### src/rtl/intc_pkg.sv
package intc_pkg;
  typedef enum logic [1:0] {
    STK_IDLE = 2'd0,
    STK_PUSH = 2'd1,
    STK_POP  = 2'd2
  } stk_op_e;
endpackage

### src/rtl/intc_req_latch.sv
module intc_req_latch (
  input  logic clk,
  input  logic rst_n,
  input  logic req,
  input  logic edge_mode,
  input  logic clr,
  output logic eff
);
  logic prev_q;
  logic lat_q;
  logic rise;

  assign rise = req & ~prev_q;
  assign eff  = edge_mode ? lat_q : req;

  always_ff @(posedge clk or negedge rst_n) begin
    if (!rst_n) begin
      prev_q <= 1'b0;
      lat_q  <= 1'b0;
    end else begin
      prev_q <= req;
      if (!edge_mode) lat_q <= 1'b0;
      else            lat_q <= (lat_q & ~clr) | rise;
    end
  end

  // a held edge survives until it is accepted
  p_edge_hold_r4: assert property (@(posedge clk) disable iff (!rst_n)
    (edge_mode && lat_q && !clr) |=> lat_q);
endmodule

### src/rtl/intc_pick.sv
module intc_pick #(
  parameter int unsigned N  = 4,
  localparam int unsigned IW = (N > 1) ? $clog2(N) : 1
) (
  input  logic [N-1:0]  elig,
  output logic          any,
  output logic [IW-1:0] idx,
  output logic [N-1:0]  grant
);
  function automatic logic [IW-1:0] lowest_set(input logic [N-1:0] v);
    lowest_set = '0;
    for (int i = N - 1; i >= 0; i--) begin
      if (v[i]) lowest_set = IW'(i);
    end
  endfunction

  assign any   = |elig;
  assign idx   = lowest_set(elig);
  assign grant = any ? (N'(1) << idx) : '0;

  // the chosen line is eligible and nothing lower is
  always_comb begin
    if (any) begin
      a_pick_lowest_r3: assert (elig[idx] && ((elig & ((N'(1) << idx) - N'(1))) == '0));
    end
  end
endmodule

### src/rtl/intc_lifo.sv
module intc_lifo
  import intc_pkg::*;
#(
  parameter int unsigned W     = 16,
  parameter int unsigned DEPTH = 4,
  localparam int unsigned AW   = (DEPTH > 1) ? $clog2(DEPTH) : 1,
  localparam int unsigned CW   = $clog2(DEPTH + 1)
) (
  input  logic         clk,
  input  logic         rst_n,
  input  stk_op_e      op,
  input  logic [W-1:0] din,
  output logic [W-1:0] dout,
  output logic         full,
  output logic         empty
);
  logic [W-1:0]  mem [DEPTH];
  logic [CW-1:0] count_q;

  assign full  = (count_q == CW'(DEPTH));
  assign empty = (count_q == '0);
  assign dout  = mem[AW'(count_q - CW'(1))];

  always_ff @(posedge clk or negedge rst_n) begin
    if (!rst_n) begin
      count_q <= '0;
    end else begin
      if (op == STK_PUSH)     count_q <= count_q + CW'(1);
      else if (op == STK_POP) count_q <= count_q - CW'(1);
    end
  end

  always_ff @(posedge clk) begin
    if (op == STK_PUSH) mem[AW'(count_q)] <= din;
  end

  // the controller never pushes onto a full stack
  p_no_overflow_r8: assert property (@(posedge clk) disable iff (!rst_n)
    (op == STK_PUSH) |-> !full);
  // the controller never pops an empty stack
  p_no_underflow_r9: assert property (@(posedge clk) disable iff (!rst_n)
    (op == STK_POP) |-> !empty);
endmodule

### src/rtl/intc_ctx.sv
module intc_ctx
  import intc_pkg::*;
#(
  parameter int unsigned N_LINES  = 4,
  parameter int unsigned PC_W     = 14,
  parameter int unsigned ST_W     = 16,
  parameter int unsigned DEPTH    = 4,
  parameter int unsigned VEC_BASE = 32'h40,
  localparam int unsigned IW = (N_LINES > 1) ? $clog2(N_LINES) : 1,
  localparam int unsigned SW = 2 * ST_W + N_LINES
) (
  input  logic               clk,
  input  logic               rst_n,
  input  logic [N_LINES-1:0] irq_req,
  input  logic [N_LINES-1:0] edge_sel,
  input  logic               mask_wr,
  input  logic [N_LINES-1:0] mask_wdata,
  input  logic [N_LINES-1:0] nest_mask,
  input  logic               insn_done,
  input  logic               ret_strobe,
  input  logic [PC_W-1:0]    next_pc,
  input  logic [ST_W-1:0]    astat,
  input  logic [ST_W-1:0]    mstat,
  output logic               vec_valid,
  output logic [PC_W-1:0]    vec_addr,
  output logic               ret_valid,
  output logic [PC_W-1:0]    ret_pc,
  output logic [ST_W-1:0]    ret_astat,
  output logic [ST_W-1:0]    ret_mstat,
  output logic [N_LINES-1:0] mask_q,
  output logic               stk_ovf,
  output logic               stk_unf
);
  function automatic logic [PC_W-1:0] vec_of(input logic [IW-1:0] i);
    vec_of = PC_W'(VEC_BASE) + (PC_W'(i) << 2);
  endfunction

  logic [N_LINES-1:0] eff_req;
  logic [N_LINES-1:0] elig;
  logic [N_LINES-1:0] grant;
  logic [N_LINES-1:0] clr_vec;
  logic               any_elig;
  logic [IW-1:0]      win_idx;
  logic [IW-1:0]      vec_idx_q;

  // named internal events
  logic do_ret, try_acc, accept, pop_ok;
  logic pc_full, pc_empty, st_full, st_empty;
  stk_op_e            stk_op;
  logic [PC_W-1:0]    pc_dout;
  logic [SW-1:0]      st_din, st_dout;

  genvar g;
  generate
    for (g = 0; g < N_LINES; g++) begin : g_line
      intc_req_latch u_lat (
        .clk       (clk),
        .rst_n     (rst_n),
        .req       (irq_req[g]),
        .edge_mode (edge_sel[g]),
        .clr       (clr_vec[g]),
        .eff       (eff_req[g])
      );
    end
  endgenerate

  assign elig = eff_req & mask_q;

  intc_pick #(.N(N_LINES)) u_pick (
    .elig  (elig),
    .any   (any_elig),
    .idx   (win_idx),
    .grant (grant)
  );

  assign do_ret  = ret_strobe & ~vec_valid;
  assign try_acc = insn_done & any_elig & ~do_ret & ~vec_valid;
  assign accept  = try_acc & ~pc_full;
  assign pop_ok  = do_ret & ~pc_empty;
  assign clr_vec = accept ? grant : '0;
  assign stk_op  = accept ? STK_PUSH : (pop_ok ? STK_POP : STK_IDLE);
  assign st_din  = {astat, mstat, mask_q};

  intc_lifo #(.W(PC_W), .DEPTH(DEPTH)) u_pc_stk (
    .clk   (clk),
    .rst_n (rst_n),
    .op    (stk_op),
    .din   (next_pc),
    .dout  (pc_dout),
    .full  (pc_full),
    .empty (pc_empty)
  );

  intc_lifo #(.W(SW), .DEPTH(DEPTH)) u_st_stk (
    .clk   (clk),
    .rst_n (rst_n),
    .op    (stk_op),
    .din   (st_din),
    .dout  (st_dout),
    .full  (st_full),
    .empty (st_empty)
  );

  always_ff @(posedge clk or negedge rst_n) begin
    if (!rst_n) begin
      vec_valid <= 1'b0;
      vec_addr  <= '0;
      vec_idx_q <= '0;
      ret_valid <= 1'b0;
      ret_pc    <= '0;
      ret_astat <= '0;
      ret_mstat <= '0;
      mask_q    <= '0;
      stk_ovf   <= 1'b0;
      stk_unf   <= 1'b0;
    end else begin
      vec_valid <= accept;
      ret_valid <= pop_ok;
      if (accept) begin
        vec_addr  <= vec_of(win_idx);
        vec_idx_q <= win_idx;
      end
      if (pop_ok) begin
        ret_pc    <= pc_dout;
        ret_astat <= st_dout[SW-1 -: ST_W];
        ret_mstat <= st_dout[N_LINES +: ST_W];
      end
      if (accept)       mask_q <= nest_mask;
      else if (pop_ok)  mask_q <= st_dout[N_LINES-1:0];
      else if (mask_wr) mask_q <= mask_wdata;
      if (try_acc && pc_full) stk_ovf <= 1'b1;
      if (do_ret && pc_empty) stk_unf <= 1'b1;
    end
  end

  // an entry follows a boundary
  p_vec_boundary_r1: assert property (@(posedge clk) disable iff (!rst_n)
    vec_valid |-> $past(insn_done));
  // the accepted line was enabled in the mask
  p_vec_masked_r2: assert property (@(posedge clk) disable iff (!rst_n)
    vec_valid |-> ((($past(mask_q) >> vec_idx_q) & N_LINES'(1)) != '0));
  // single no-operation slot
  p_vec_single_r5: assert property (@(posedge clk) disable iff (!rst_n)
    vec_valid |=> !vec_valid);
  // the nesting value is in the mask during the vector cycle
  p_mask_reload_r6: assert property (@(posedge clk) disable iff (!rst_n)
    vec_valid |-> (mask_q == $past(nest_mask)));
  // return data follows a return strobe
  p_ret_strobe_r7: assert property (@(posedge clk) disable iff (!rst_n)
    ret_valid |-> $past(ret_strobe));
  // both stacks move in step
  p_stk_lockstep_r8: assert property (@(posedge clk) disable iff (!rst_n)
    (pc_full == st_full) && (pc_empty == st_empty));
  // no entry and return together
  p_ret_wins_r12: assert property (@(posedge clk) disable iff (!rst_n)
    !(vec_valid && ret_valid));
endmodule

### config.mk
export PLATFORM = sky130hd
export DESIGN_NAME = intc_ctx
export DESIGN_NICKNAME = d
export VERILOG_FILES = /design/src/rtl/intc_pkg.sv /design/src/rtl/intc_req_latch.sv /design/src/rtl/intc_pick.sv /design/src/rtl/intc_lifo.sv /design/src/rtl/intc_ctx.sv
export SDC_FILE = /design/constraint.sdc
export NUM_CORES = 1
export LEC_CHECK = 0
export BUFFER_PORTS_ARGS = -buffer_cell sky130_fd_sc_hd__buf_2
export CORE_MARGIN = 5
export CORE_UTILIZATION = 26
export DETAILED_ROUTE_END_ITERATION = 16
export GPL_TIMING_DRIVEN = 1
export HOLD_SLACK_MARGIN = 0.08
export PLACE_DENSITY = 0.44
export SYNTH_ARGS = -nofsm -noshare
export SYNTH_HDL_FRONTEND = slang
export SYNTH_HIERARCHICAL = 1
export SYNTH_SLANG_ARGS = --single-unit
### constraint.sdc
create_clock -name clk -period 6.3 [get_ports clk]
set_clock_uncertainty 0.1 [all_clocks]
set_input_delay 1.26 -clock clk [delete_from_list [all_inputs] [get_ports clk]]
set_output_delay 1.26 -clock clk [all_outputs]
set_load 0.02 [all_outputs]
==> results.json, run 1 <==
{
  "outcome": "finished clean",
  "antenna_found_initial": 4,
  "fin_ws_ns": 2.62,
  "cpMaxStageDelayCell": "dfrtp_1",
  "synth_warnings": 6,
  "grt_pass1_wl_um": 34700,
  "die_w_um": 211,
  "period_share_pct": 58.4,
  "fin_crit_ns": 3.68,
  "peakVddDrop_v": 0.000248,
  "relSlewSlack_pct": 29.6,
  "track_usage_pct": 10.1,
  "area_growth_pct": 19.9,
  "wl_per_cell_um": 19.3,
  "hold_buffers": 0,
  "path_clk_slew_ns": 0.06,
  "dieArea_sq_mm": 0.0446,
  "initial_utilization_pct": 26.4,
  "crit_arrival_ns": 3.76,
  "rr_endpoint": "u_pc_stk/mem[2][4]",
  "synth_area_sq_mm": 0.0105,
  "worstMarginPinSlew_ns": 1.06,
  "ctsResizeCount": 0,
  "p_leak_nw": 4.58,
  "min_path_cells": 1,
  "crit_required_ns": 6.38,
  "post-place-ws_ns": 2.25,
  "finalWirelength_um": 23000,
  "hpwl_um": 14900,
  "grt_overflow": 0,
  "gp_congestion": 0.736,
  "min_path_type": "reg2reg",
  "setup_tns_ns": 0,
  "cts_root_buf": "clkbuf_16",
  "clkSinkCount": 270,
  "sequentialPowerShare_pct": 41.1,
  "critPathMaxFanout": 19,
  "drive_gt1_share_pct": 40.0,
  "drtAntennaViolNets": 0,
  "cts_setup_buffers": 0,
  "cts_max_level": 1,
  "cts_tree": "done",
  "cpPeakStageDelay_ns": 1.00,
  "reg2reg_from": "u_pc_stk/count_q[0]",
  "pwr-share-clk_pct": 29.1,
  "cts_buffer_depth": 3,
  "fmaxAchievable_mhz": 272,
  "power_frac_comb_pct": 29.8,
  "nets": 725,
  "switching_power_mw": 1.78,
  "core_region_area_sq_mm": 0.0399,
  "crit_buf_inv": 2,
  "rsz0062_at_grt": "no",
  "vias_per_cell": 4.23,
  "start_kind": "flop",
  "drc_errors": 0,
  "cap_viol_max_count": 0,
  "syn_avg_cell_area_sq_um": 20.9,
  "num_antenna_cells": 0,
  "worst_skew_pair.late_latency_ns": 0.55,
  "io_buffers": 123,
  "end_kind": "flop",
  "num_vias": 5041,
  "synthCells": 503,
  "die_y_um": 211,
  "nFillCells": 3908,
  "grt_max_degree": 41,
  "worstPathCellList": "inv_1, ha_1, and2_1, nor4_4, buf_4, ha_1, and2_1",
  "drt-pass1-iter-count": 4,
  "hold_end": "ret_astat[0]",
  "rows": 73,
  "p_int_mw": 3.98,
  "cts_made_buffers": 30,
  "crit_type": "reg2reg",
  "r2r_cells": 7,
  "initialDrtViolationCount": 181,
  "switching_share_pct": 30.9,
  "crit_family": "simple AND/OR/NAND/NOR gates",
  "hold_violations": 0,
  "grt_pass1_vias": 5686,
  "p_per_area_mw_per_mm2": 457,
  "hold_path.startpoint": "ret_astat[0]",
  "pin_count": 135,
  "setup_viol": 0,
  "reg2reg_setup_slack_ns": 2.62,
  "drv_slew": 0
}
==> layer usage <==
metal / up-vias / part of all wire (%) / global-route usage [%]
met3: 41 / 6.1 / 2.95
met4: 4 / 2.1 / 2.15
li1: 2248 / - / -
met2: 121 / 49 / 17.3
met1: 2627 / 42 / 12.7
met5: - / 0.087 / 0
==> through the flow <==
stage	instance area (sq um)	util (%)	hold WS (ns)	total power [mW]	cells
after floorplan	10600	-	0.390	3.63	513
after global placement	11700	29.2	0.359	4.17	1136
after detailed placement	11700	29.2	0.370	4.19	1136
after CTS	12600	31.6	0.383	5.90	1192
after global routing	12600	31.6	0.397	6.11	1192
final	12600	31.6	0.377	5.77	1192
==> worst max-delay path by stage <==
stage	cells after the start	slack, ns	startpoint	endpoint
after floorplan	9	2.33	edge_sel[0]	u_st_stk/mem[0][0]
after global placement	9	2.31	edge_sel[0]	u_st_stk/mem[3][18]
after detailed placement	10	2.25	edge_sel[0]	u_pc_stk/mem[2][5]
after CTS	7	2.52	u_pc_stk/count_q[0]	u_pc_stk/mem[2][10]
after global routing	7	2.29	u_pc_stk/count_q[0]	u_pc_stk/mem[2][6]
final	7	2.62	u_pc_stk/count_q[0]	u_pc_stk/mem[2][4]
==> final cells by class <==
type | instances | area (sq um) | share of cell area (%)
sequential | 270 | 7760 | 61.4
multi-input combinational | 204 | 2560 | 20.3
clock buffer | 45 | 867 | 6.87
tap | 525 | 657 | 5.20
timing repair buffer | 128 | 656 | 5.19
clock inverter | 11 | 96.3 | 0.763
inverter | 9 | 33.8 | 0.267
==> sequential cells by signal (all words and copies together) (netlist names) <==
register	cells
g_line.u_lat/lat_q	4
g_line.u_lat/prev_q	4
mask_q	4
ret_astat	16
ret_mstat	16
ret_pc	14
ret_valid	1
stk_ovf	1
stk_unf	1
u_pc_stk/count_q	3
u_pc_stk/mem	56
u_st_stk/count_q	2
u_st_stk/mem	144
vec_addr	3
vec_valid	1
==> cells in the final DEF (no fill, tap or decap), drive strengths merged, types with 3 or more instances in the layout <==
cell    count
ha         15
o21ai       3
a21boi      4
clkbuf     45
nor2        4
buf       128
clkinv      9
edfxtp    200
conb       11
inv         9
mux2       64
dfrtp      70
and2       18
nand2b      9
nand2       5
nor3b       4
nor2b       3
nor3        3
mux4       50
==> power by group through the flow <==
| stage | Clock [mW] | Sequential, mW | Combinational (mW) |
|---|---|---|---|
| floorplan | 0 | 2.58 | 1.05 |
| global placement | 0 | 2.41 | 1.76 |
| detailed placement | 0 | 2.42 | 1.77 |
| CTS | 1.74 | 2.38 | 1.77 |
| global route | 1.82 | 2.41 | 1.87 |
| finish | 1.68 | 2.37 | 1.72 |
No activity file was read; power rests on OpenSTA's default activity.
==> run 2, diff against run 1 <==
--- a/config.mk
+++ b/config.mk
@@ -5,6 +5,7 @@
 export SDC_FILE = /design/constraint.sdc
 export NUM_CORES = 1
 export LEC_CHECK = 0
+export ABC_AREA = 1
 export BUFFER_PORTS_ARGS = -buffer_cell sky130_fd_sc_hd__buf_2
 export CORE_MARGIN = 5
 export CORE_UTILIZATION = 26
==> constraint.sdc (replaced) <==
create_clock -name clk -period 3.56 [get_ports clk]
set_clock_uncertainty 0.1 [all_clocks]
set_input_delay 0.712 -clock clk [delete_from_list [all_inputs] [get_ports clk]]
set_output_delay 0.712 -clock clk [all_outputs]
set_load 0.02 [all_outputs]
==> run 2 against run 1 <==
- synthesized cell count is 110% higher
- hold slack worse by 0.25 ns
- sequential cell count stayed put
- die area is 8.6% higher
- power is 95% higher
- combinational power is 130% higher
- via count is 43% higher
- first-iteration DRC count is 92% higher
- critical endpoint is now u_st_stk/mem[3][15]
- largest cell class unchanged
==> results.json, run 2 <==
{
  "cp-endpoint": "u_st_stk/mem[3][15]",
  "reg2reg_setup_slack_ns": 0.87,
  "nets": 1259,
  "min_path_type": "in2async",
  "die_y_um": 220,
  "grt_pass1_wl_um": 42300,
  "reg_top3": "u_st_stk/mem x144, u_pc_stk/mem x56",
  "hold_violations": 0,
  "top_register": "u_st_stk/mem",
  "dieArea_sq_mm": 0.0485,
  "start_kind": "flop",
  "reg2reg_from": "u_pc_stk/count_q[0]",
  "rsz0062_at_grt": "no",
  "grt_overflow": 0,
  "synth_area_sq_mm": 0.0115,
  "rr_endpoint": "u_st_stk/mem[3][15]",
  "cp-startpoint": "u_pc_stk/count_q[0]",
  "cap_viol_max_count": 0,
  "antenna_found_initial": 3,
  "vias_per_cell": 4.01,
  "nFillCells": 4533,
  "utilization_pct": 31.1,
  "num_vias": 7200,
  "cts_root_buf": "clkbuf_16",
  "io_buffers": 123,
  "peakVddDrop_v": 0.000401,
  "drv_slew": 0,
  "synthCells": 1050,
  "drtAntennaViolNets": 0,
  "gp_congestion": 0.686,
  "cts_max_level": 1,
  "area_growth_pct": 19.0,
  "cts_made_buffers": 31,
  "largest_register_ff_count": 144,
  "clkSinkCount": 270,
  "drc_errors": 0,
  "wl_per_cell_um": 15.3,
  "setup_tns_ns": 0,
  "syn_avg_cell_area_sq_um": 10.9,
  "outcome": "finished clean",
  "r2r_cells": 11,
  "core_region_area_sq_mm": 0.0439,
  "initialDrtViolationCount": 347,
  "track_usage_pct": 11.2,
  "path_clk_slew_ns": 0.06,
  "crit_arrival_ns": 2.86,
  "fin_crit_ns": 2.69,
  "pin_count": 135,
  "period_share_pct": 75.5,
  "crit_type": "reg2reg",
  "fmaxAchievable_mhz": 372,
  "rows": 77,
  "hpwl_um": 17900,
  "initial_utilization_pct": 26.1,
  "cts_tree": "done",
  "setup_viol": 0,
  "die_w_um": 220,
  "cts_setup_buffers": 0,
  "layout_common_cells": "nand2_1 (422), edfxtp_1 (200), inv_1 (134)",
  "end_kind": "flop",
  "critPathMaxFanout": 25,
  "crit_required_ns": 3.73,
  "p_leak_nw": 6.09,
  "drive_gt1_share_pct": 19.6,
  "final_common_cell": "nand2_1",
  "hold_buffers": 0,
  "worstMarginPinSlew_ns": 0.963,
  "relSlewSlack_pct": 35.7,
  "cts_buffer_depth": 3,
  "synth_warnings": 6,
  "p_per_area_mw_per_mm2": 820,
  "worst_skew_pair.late_latency_ns": 0.57,
  "drt-pass1-iter-count": 4,
  "ctsResizeCount": 0,
  "finalWirelength_um": 27500,
  "grt_pass1_vias": 7197,
  "grt_max_degree": 76
}
==> run 2: layout make-up <==
| class | instances | area, sq um | share of cell area [%] |
|---|---|---|---|
| Clock inverter | 25 | 244 | 1.78 |
| Antenna cell | 2 | 5.00 | 0.0366 |
| Clock buffer | 33 | 783 | 5.73 |
| Sequential cell | 270 | 7760 | 56.7 |
| Tap cell | 592 | 741 | 5.42 |
| Timing Repair Buffer | 140 | 771 | 5.64 |
| Inverter | 145 | 551 | 4.03 |
| Multi-Input combinational cell | 589 | 2820 | 20.6 |
==> run 2: critical path, cell delays in order, from the launching register on <==
cell and delay [ns]:
dfrtp_1 0.42, inv_6 0.16, ha_1 0.20, ha_1 0.17
inv_1 0.11, nand3_4 0.19, inv_1 0.08, inv_1 0.07
ha_1 0.27, nand2_1 0.10, inv_2 0.26, buf_12 0.23
==> run 2: report_power, final <==
part	internal (mW)	total [mW]	switching (mW)
clock	1.89	3.20	1.32
combinational	1.20	3.92	2.72
sequential	3.86	4.09	0.233
==> run 2: stage by stage <==
step | setup WS [ns] | instance area (sq um) | hold slack (ns) | power (mW) | std cells
after floorplan | 0.372 | 11500 | 0.316 | 7.07 | 1060
after global routing | 0.594 | 13700 | 0.140 | 12.1 | 1795
final | 0.871 | 13700 | 0.125 | 11.2 | 1796
after detailed placement | 0.446 | 12600 | 0.364 | 8.23 | 1736
after CTS | 0.804 | 13700 | 0.128 | 11.5 | 1794
after global placement | 0.474 | 12600 | 0.356 | 8.23 | 1736
==> run 2: worst min path at each step <==
stage	end	slack [ns]	depth (start not counted)
CTS	g_line[1].u_lat/prev_q	0.13	1
finish	g_line[1].u_lat/prev_q	0.13	1
global placement	stk_unf	0.36	1
global route	g_line[1].u_lat/prev_q	0.14	1
floorplan	g_line[0].u_lat/lat_q	0.32	0
detailed placement	stk_unf	0.36	1
==> run 2: metal layers <==
layer  global-route usage, %  part of all wire [%]
met1                    14.6                    45
met2                    18.7                    47
met3                    2.50                   4.9
met4                    3.37                   2.4
met5                       0                 0.076
